File: src/rtl/nvq_pkg.sv
package nvq_pkg;
  typedef enum logic [1:0] {
    ST_OFF     = 2'd0,
    ST_RESTORE = 2'd1,
    ST_HOLDOFF = 2'd2,
    ST_RUN     = 2'd3
  } nvq_state_e;
endpackage

File: src/rtl/nvq_sync.sv
module nvq_sync #(
  parameter int W      = 1,
  parameter int STAGES = 2
) (
  input  logic         clk,
  input  logic         rst_n,
  input  logic [W-1:0] async_i,
  output logic [W-1:0] sync_o
);
  logic [W-1:0] chain [STAGES];

  for (genvar s = 0; s < STAGES; s++) begin : g_stage
    if (s == 0) begin : g_first
      always_ff @(posedge clk or negedge rst_n) begin
        if (!rst_n) chain[s] <= '0;
        else        chain[s] <= async_i;
      end
    end else begin : g_rest
      always_ff @(posedge clk or negedge rst_n) begin
        if (!rst_n) chain[s] <= '0;
        else        chain[s] <= chain[s-1];
      end
    end
  end

  assign sync_o = chain[STAGES-1];
endmodule

File: src/rtl/nvq_ctrl.sv
module nvq_ctrl #(
  parameter int HOLD_CYC = 500
) (
  input  logic clk,
  input  logic rst_n,
  input  logic en_s,
  input  logic rd_done,
  output logic rd_start,
  output logic load_restore,
  output logic run,
  output logic oe,
  output logic holdoff
);
  import nvq_pkg::*;

  localparam int CW = $clog2(HOLD_CYC + 1) + 1;

  nvq_state_e st_q, st_d;
  logic [CW-1:0] cnt_q;

  function automatic logic window_over(input logic [CW-1:0] c);
    return (c >= CW'(HOLD_CYC - 1));
  endfunction

  always_comb begin
    st_d         = st_q;
    rd_start     = 1'b0;
    load_restore = 1'b0;
    unique case (st_q)
      ST_OFF: begin
        if (en_s) begin
          st_d     = ST_RESTORE;
          rd_start = 1'b1;
        end
      end
      ST_RESTORE: begin
        if (rd_done) begin
          load_restore = 1'b1;
          if (!en_s)                  st_d = ST_OFF;
          else if (window_over(cnt_q)) st_d = ST_RUN;
          else                        st_d = ST_HOLDOFF;
        end
      end
      ST_HOLDOFF: begin
        if (!en_s)                   st_d = ST_OFF;
        else if (window_over(cnt_q)) st_d = ST_RUN;
      end
      ST_RUN: begin
        if (!en_s) st_d = ST_OFF;
      end
      default: st_d = ST_OFF;
    endcase
  end

  always_ff @(posedge clk or negedge rst_n) begin
    if (!rst_n) begin
      st_q  <= ST_OFF;
      cnt_q <= '0;
    end else begin
      st_q <= st_d;
      if (st_q == ST_OFF)
        cnt_q <= '0;
      else if (!window_over(cnt_q))
        cnt_q <= cnt_q + 1'b1;
    end
  end

  assign run     = (st_q == ST_RUN);
  assign holdoff = (st_q == ST_HOLDOFF);
  assign oe      = (st_q == ST_HOLDOFF) || (st_q == ST_RUN);

  AST_FLOAT_WHEN_OFF: assert property (@(posedge clk) disable iff (!rst_n)
    !en_s |=> !oe);
  AST_RUN_AFTER_WINDOW: assert property (@(posedge clk) disable iff (!rst_n)
    $rose(run) |-> (cnt_q >= CW'(HOLD_CYC - 1)));
endmodule

File: src/rtl/nvq_commit.sv
module nvq_commit #(
  parameter int W = 4
) (
  input  logic         clk,
  input  logic         rst_n,
  input  logic         allow,
  input  logic         cap_valid,
  input  logic [W-1:0] cap_data,
  input  logic         rd_start,
  output logic         rd_done,
  output logic [W-1:0] rd_data,
  output logic         nv_req,
  output logic         nv_we,
  output logic [W-1:0] nv_wdata,
  input  logic [W-1:0] nv_rdata,
  input  logic         nv_done
);
  logic         busy_q, op_we_q, rd_want_q, pend_q;
  logic [W-1:0] pend_data_q, shadow_q;
  logic         issue_wr, issue_rd;
  logic         base_pend;
  logic [W-1:0] base_shadow;
  logic [W:0]   merged;

  // Returns {pending, data} after folding one capture into the queue state.
  function automatic logic [W:0] fold_capture(input logic p, input logic [W-1:0] pd,
                                              input logic [W-1:0] sh, input logic [W-1:0] c);
    logic [W-1:0] last;
    last = p ? pd : sh;
    if (c == last)      return {p, pd};
    else if (c == sh)   return {1'b0, pd};
    else                return {1'b1, c};
  endfunction

  assign issue_wr    = !busy_q && pend_q && allow;
  assign issue_rd    = !busy_q && !pend_q && rd_want_q;
  assign nv_req      = issue_wr || issue_rd;
  assign nv_we       = issue_wr;
  assign nv_wdata    = pend_data_q;
  assign rd_done     = busy_q && !op_we_q && nv_done;
  assign rd_data     = nv_rdata;

  assign base_shadow = issue_wr ? pend_data_q : shadow_q;
  assign base_pend   = pend_q && !issue_wr;
  assign merged      = fold_capture(base_pend, pend_data_q, base_shadow, cap_data);

  always_ff @(posedge clk or negedge rst_n) begin
    if (!rst_n) begin
      busy_q      <= 1'b0;
      op_we_q     <= 1'b0;
      rd_want_q   <= 1'b0;
      pend_q      <= 1'b0;
      pend_data_q <= '0;
      shadow_q    <= '0;
    end else begin
      if (rd_start)      rd_want_q <= 1'b1;
      else if (issue_rd) rd_want_q <= 1'b0;

      if (nv_req) begin
        busy_q  <= 1'b1;
        op_we_q <= nv_we;
      end else if (nv_done) begin
        busy_q  <= 1'b0;
      end

      if (rd_done) shadow_q <= nv_rdata;
      else         shadow_q <= base_shadow;

      if (cap_valid) begin
        pend_q      <= merged[W];
        pend_data_q <= merged[W-1:0];
      end else begin
        pend_q      <= base_pend;
      end
    end
  end

  AST_SINGLE_PULSE: assert property (@(posedge clk) disable iff (!rst_n)
    nv_req |=> !nv_req);
  AST_ONE_OUTSTANDING: assert property (@(posedge clk) disable iff (!rst_n)
    (busy_q && !nv_done) |-> !nv_req);
  AST_WRITE_IS_CHANGE: assert property (@(posedge clk) disable iff (!rst_n)
    (nv_req && nv_we) |-> (nv_wdata != shadow_q));
  AST_NO_WRITE_DISABLED: assert property (@(posedge clk) disable iff (!rst_n)
    (nv_req && nv_we) |-> allow);
endmodule

File: src/rtl/nv_quad_state_reg.sv
module nv_quad_state_reg #(
  parameter int W           = 4,
  parameter int SYNC_STAGES = 2,
  parameter int HOLD_CYC    = 500
) (
  input  logic         clk,
  input  logic         rst_n,
  input  logic         en,
  input  logic         st_clk,
  input  logic [W-1:0] d,
  output logic [W-1:0] q,
  output logic         q_oe,
  output logic         nv_req,
  output logic         nv_we,
  output logic [W-1:0] nv_wdata,
  input  logic [W-1:0] nv_rdata,
  input  logic         nv_done
);
  localparam int SW = W + 2;

  logic [SW-1:0] raw_in, syn_out;
  logic          en_s, stc_s, stc_prev_q, st_rise;
  logic [W-1:0]  d_s, live_q, rd_data;
  logic          rd_start, rd_done, load_restore, run, holdoff, cap_fire;

  assign raw_in = {en, st_clk, d};

  nvq_sync #(.W(SW), .STAGES(SYNC_STAGES)) u_sync (
    .clk(clk), .rst_n(rst_n), .async_i(raw_in), .sync_o(syn_out)
  );

  assign en_s  = syn_out[SW-1];
  assign stc_s = syn_out[SW-2];
  assign d_s   = syn_out[W-1:0];

  always_ff @(posedge clk or negedge rst_n) begin
    if (!rst_n) stc_prev_q <= 1'b0;
    else        stc_prev_q <= stc_s;
  end

  assign st_rise  = stc_s && !stc_prev_q;
  assign cap_fire = st_rise && run && en_s;

  nvq_ctrl #(.HOLD_CYC(HOLD_CYC)) u_ctrl (
    .clk(clk), .rst_n(rst_n), .en_s(en_s), .rd_done(rd_done),
    .rd_start(rd_start), .load_restore(load_restore), .run(run),
    .oe(q_oe), .holdoff(holdoff)
  );

  nvq_commit #(.W(W)) u_commit (
    .clk(clk), .rst_n(rst_n), .allow(en_s),
    .cap_valid(cap_fire), .cap_data(d_s),
    .rd_start(rd_start), .rd_done(rd_done), .rd_data(rd_data),
    .nv_req(nv_req), .nv_we(nv_we), .nv_wdata(nv_wdata),
    .nv_rdata(nv_rdata), .nv_done(nv_done)
  );

  always_ff @(posedge clk or negedge rst_n) begin
    if (!rst_n)            live_q <= '0;
    else if (load_restore) live_q <= rd_data;
    else if (cap_fire)     live_q <= d_s;
  end

  assign q = live_q;

  AST_HOLDOFF_FROZEN: assert property (@(posedge clk) disable iff (!rst_n)
    holdoff |=> $stable(q));
  AST_STEADY_CLOCK_HOLDS: assert property (@(posedge clk) disable iff (!rst_n)
    (!st_rise && !rd_done) |=> $stable(q));
  AST_OFF_IGNORES_EDGE: assert property (@(posedge clk) disable iff (!rst_n)
    (!en_s && !rd_done) |=> $stable(q));
endmodule

File: config.mk
export PLATFORM = sky130hd
export DESIGN_NAME = nv_quad_state_reg
export DESIGN_NICKNAME = d
export VERILOG_FILES = /design/src/rtl/nvq_pkg.sv /design/src/rtl/nvq_sync.sv /design/src/rtl/nvq_ctrl.sv /design/src/rtl/nvq_commit.sv /design/src/rtl/nv_quad_state_reg.sv
export SDC_FILE = /design/constraint.sdc
export NUM_CORES = 1
export LEC_CHECK = 0
export CAP_MARGIN = 20
export CELL_PAD_IN_SITES_DETAIL_PLACEMENT = 1
export CELL_PAD_IN_SITES_GLOBAL_PLACEMENT = 2
export CORE_MARGIN = 10
export CORE_UTILIZATION = 32
export DETAILED_ROUTE_END_ITERATION = 8
export PLACE_DENSITY_LB_ADDON = 0.1
export SETUP_SLACK_MARGIN = 0.3
export SYNTH_ARGS = -nofsm -noshare
export SYNTH_HDL_FRONTEND = slang
export SYNTH_SLANG_ARGS = --single-unit
File: constraint.sdc
create_clock -name clk -period 1.9 [get_ports clk]
set_input_delay 0.57 -clock clk [delete_from_list [all_inputs] [get_ports clk]]
set_output_delay 0.57 -clock clk [all_outputs]
set_load 0.005 [all_outputs]
==> metrics <==
die area 9120 µm²; drt pass-1 iters 3; vias in the first global route 1502; Die Y 95.5 µm; Hold WS 0.330 ns; Switching Share 31.0%; slew margin rel. 63.4%; Final setup viols 5; Post-synth top cells dfrtp_1, nor2_1, nand2_1, mux2i_1, xnor2_1; Slew Limit Fails 0; share of cells above drive strength 1 33.8%; crit path kind reg -> reg; CTS buffer count 5; vias 1382; Area growth syn-to-layout 46.6%; R2R cell count 9; Worst-Margin Slew 0.550 ns; DP HPWL 3290 µm; r2r endpoint u_commit.pend_q; synth top area cells dfrtp_1, mux2i_1, xnor2_1, nor2_1, mux2_4; Required @ worst endpoint 2.09 ns; fraction of registers with async set/reset 100%; Critical Path Sink u_commit.pend_q; CP cell instances buf_6, buf_12, mux2i_2, xnor2_1, o41ai_2, buf_4, a21oi_4, buf_4, a31o_1; Fmax 0.509 GHz; internal power 2.35 mW; Comb pwr share 36.8%; CP Launch Type register; first-pass GRT wire length 7510 µm; number of enable flip-flop cells after synthesis 0; Yosys warning count 0; top cell type's share of synthesized area 56.3%; peak supply drop 0.000459 V; Crit. Startpoint u_commit.pend_q; number of unique standard cell types used by synthesis 37; Top Ports 24; Nets 241; register share of total power 37.9%; Final WS setup -0.0655 ns; Syn Nets 179; CTS tree done; # hold bufs at CTS 0; status complete, but fails checks; failing checks negative setup slack; Critical Path End Type register; flop and latch count out of synthesis 41; GPL Wtd Cong 0.758; die width 95.5 µm; Pwr per Cell Area 1270 nW/µm²; Sink Count 41; Clock transition at path regs 0.09 ns; R2R Setup Slk -0.07 ns; worst min path class in -> async; DRT antenna net count 0; CP max FO 5; Slowest-stage cell, CP dfrtp_1; port bufs 23; cell taking the most area after synthesis dfrtp_1; switching pwr 1.06 mW; total global routing overflow 0; RSZ-0062 raised after global routing yes; largest net degree at the start of global routing 42; antenna cell count 0; Post-synth top flop dfrtp_1; row count 27; Gate Count Post-Synth 165; WL/cell 15.5 µm; htree depth 2; Via density 4.61; DRC errors left 0; root buffer cell clkbuf_8; Critical Path AT 2.16 ns; Synth Cell Area 1820 µm²; Clock Power Share 25.3%; Tmin final 1.97 ns; origin of the critical flop-to-flop path u_commit.pend_q; Core ar. 5510 µm²; period utilisation layout 103%; most common cell in the synthesized netlist dfrtp_1; sequential-to-total area share from yosys stat 56.3%; final core occ 48.5%; initial antenna violation count 0; post-route setup TNS -0.318 ns; initial DRC count 34; Layout Skew 0.00974 ns; worst-skew pair later-pin latency 0.30 ns; Total GRT Usage 10.5%; biggest cell delay along the critical path 0.42 ns; leakage 1.25 nW; syn avg cell area 11.0 µm²; final hold vios 0; WL final 4650 µm; clk buf depth 2; total power 3.40 mW; Max-Cap Viols 0; cell mode on critical path buf_4; Starting Density 33.1%
-- placed cells by master (no fill, tap or decap), types with 6 or more instances in the layout --
master           Yosys  routed
dfrtp_1             41      40
buf_4                0      35
nor2_1              19      18
nand2_1             15      15
clkdlybuf4s50_1      0      10
a21oi_1              8       8
mux2i_1             11       7
xnor2_1              9       7
inv_1                7       6
dlygate4sd2_1        0       6
-- metrics by stage --
step	worst slack, ns	area (µm²)	instances
2_1_floorplan	0.0356	1850	165
3_3_place_gp	-0.0861	2300	274
3_5_place_dp	-0.149	2300	274
4_1_cts	-0.0134	2580	295
5_1_grt	-0.127	2670	300
6_report	-0.0655	2670	300
-- per-layer routing --
metal / up-vias / share of wire (%) / global-route usage (%) / wire length [µm]
met2: 18 / 50 / 17.7 / 2330
met4: 0 / 1.4 / 4.05 / 65
li1: 681 / - / - / -
met1: 677 / 45 / 12.6 / 2100
met5: - / 0 / 0 / 0
met3: 6 / 3.3 / 2.83 / 152
-- registers in the layout, indices dropped and copies added, names as in the netlist --
register            count
q                       4
stc_prev_q              1
u_commit.busy_q         1
u_commit.nv_wdata       4
u_commit.op_we_q        1
u_commit.pend_q         1
u_commit.rd_want_q      1
u_commit.shadow_q       4
u_ctrl.cnt_q           10
u_ctrl.st_q             2
u_sync.chain            6
u_sync.sync_o           6
-- critical path, delay by kind of cell (launching register included) --
family                    cells  cell delay (ns)
AOI/OAI and AO/OA             3             0.57
xor gates and xnor gates      1             0.15
DFF                           1             0.42
muxes                         1             0.14
buffers and inverters         4             0.58
-- worst min-delay path by stage --
stage | from | end | slack (ns) | cells past startpoint
after floorplan | rst_n | q[0] | 0.27 | 0
after global placement | u_sync.chain[7] | u_sync.sync_o[1] | 0.33 | 0
after detailed placement | u_sync.chain[9] | u_sync.sync_o[3] | 0.34 | 0
after CTS | rst_n | u_commit.nv_wdata[3] | 0.34 | 2
after global routing | rst_n | u_commit.nv_wdata[3] | 0.37 | 2
final | rst_n | u_commit.op_we_q | 0.33 | 2
-- area by class of cell --
type	count	area, µm²
Clock inverter	3	68.8
Fill cell	596	2830
Multi-Input combinational cell	111	872
Tap cell	72	90.1
Timing Repair Buffer	61	519
Clock buffer	5	68.8
Sequential cell	41	1030
Inverter	7	26.3
-- power by group through the flow --
stage	Combinational [mW]	Sequential, mW	Clock, mW
2_1_floorplan	0.575	1.26	0
3_3_place_gp	1.02	1.29	0
3_5_place_dp	1.05	1.30	0
4_1_cts	1.20	1.27	0.891
5_1_grt	1.37	1.33	0.925
6_report	1.25	1.29	0.863
-- cell families (layout without fill, tap and decap cells) --
| family | Yosys count | after routing | synth area share [%] |
|---|---|---|---|
| multiplexers | 15 | 15 | 9.33 |
| AND/OR/NAND/NOR | 54 | 54 | 14.3 |
| buffers and inverters | 13 | 76 | 2.74 |
| flip-flops | 41 | 41 | 56.3 |
| adder cells (fa/ha/maj) | 1 | 1 | 0.686 |
| AO/OA/AOI/OAI | 27 | 27 | 9.88 |
| XOR/XNOR | 14 | 14 | 6.73 |
-- timing repair --
action / 4_1_cts / 5_1_grt
pin swaps: 6 / 10
endpoints found under the setup margin: 28 / 16
resized for setup: 33 / 14
gates cloned: 0 / 0
buffers inserted: 13 / 5
Power figures use the tool's default switching activity.
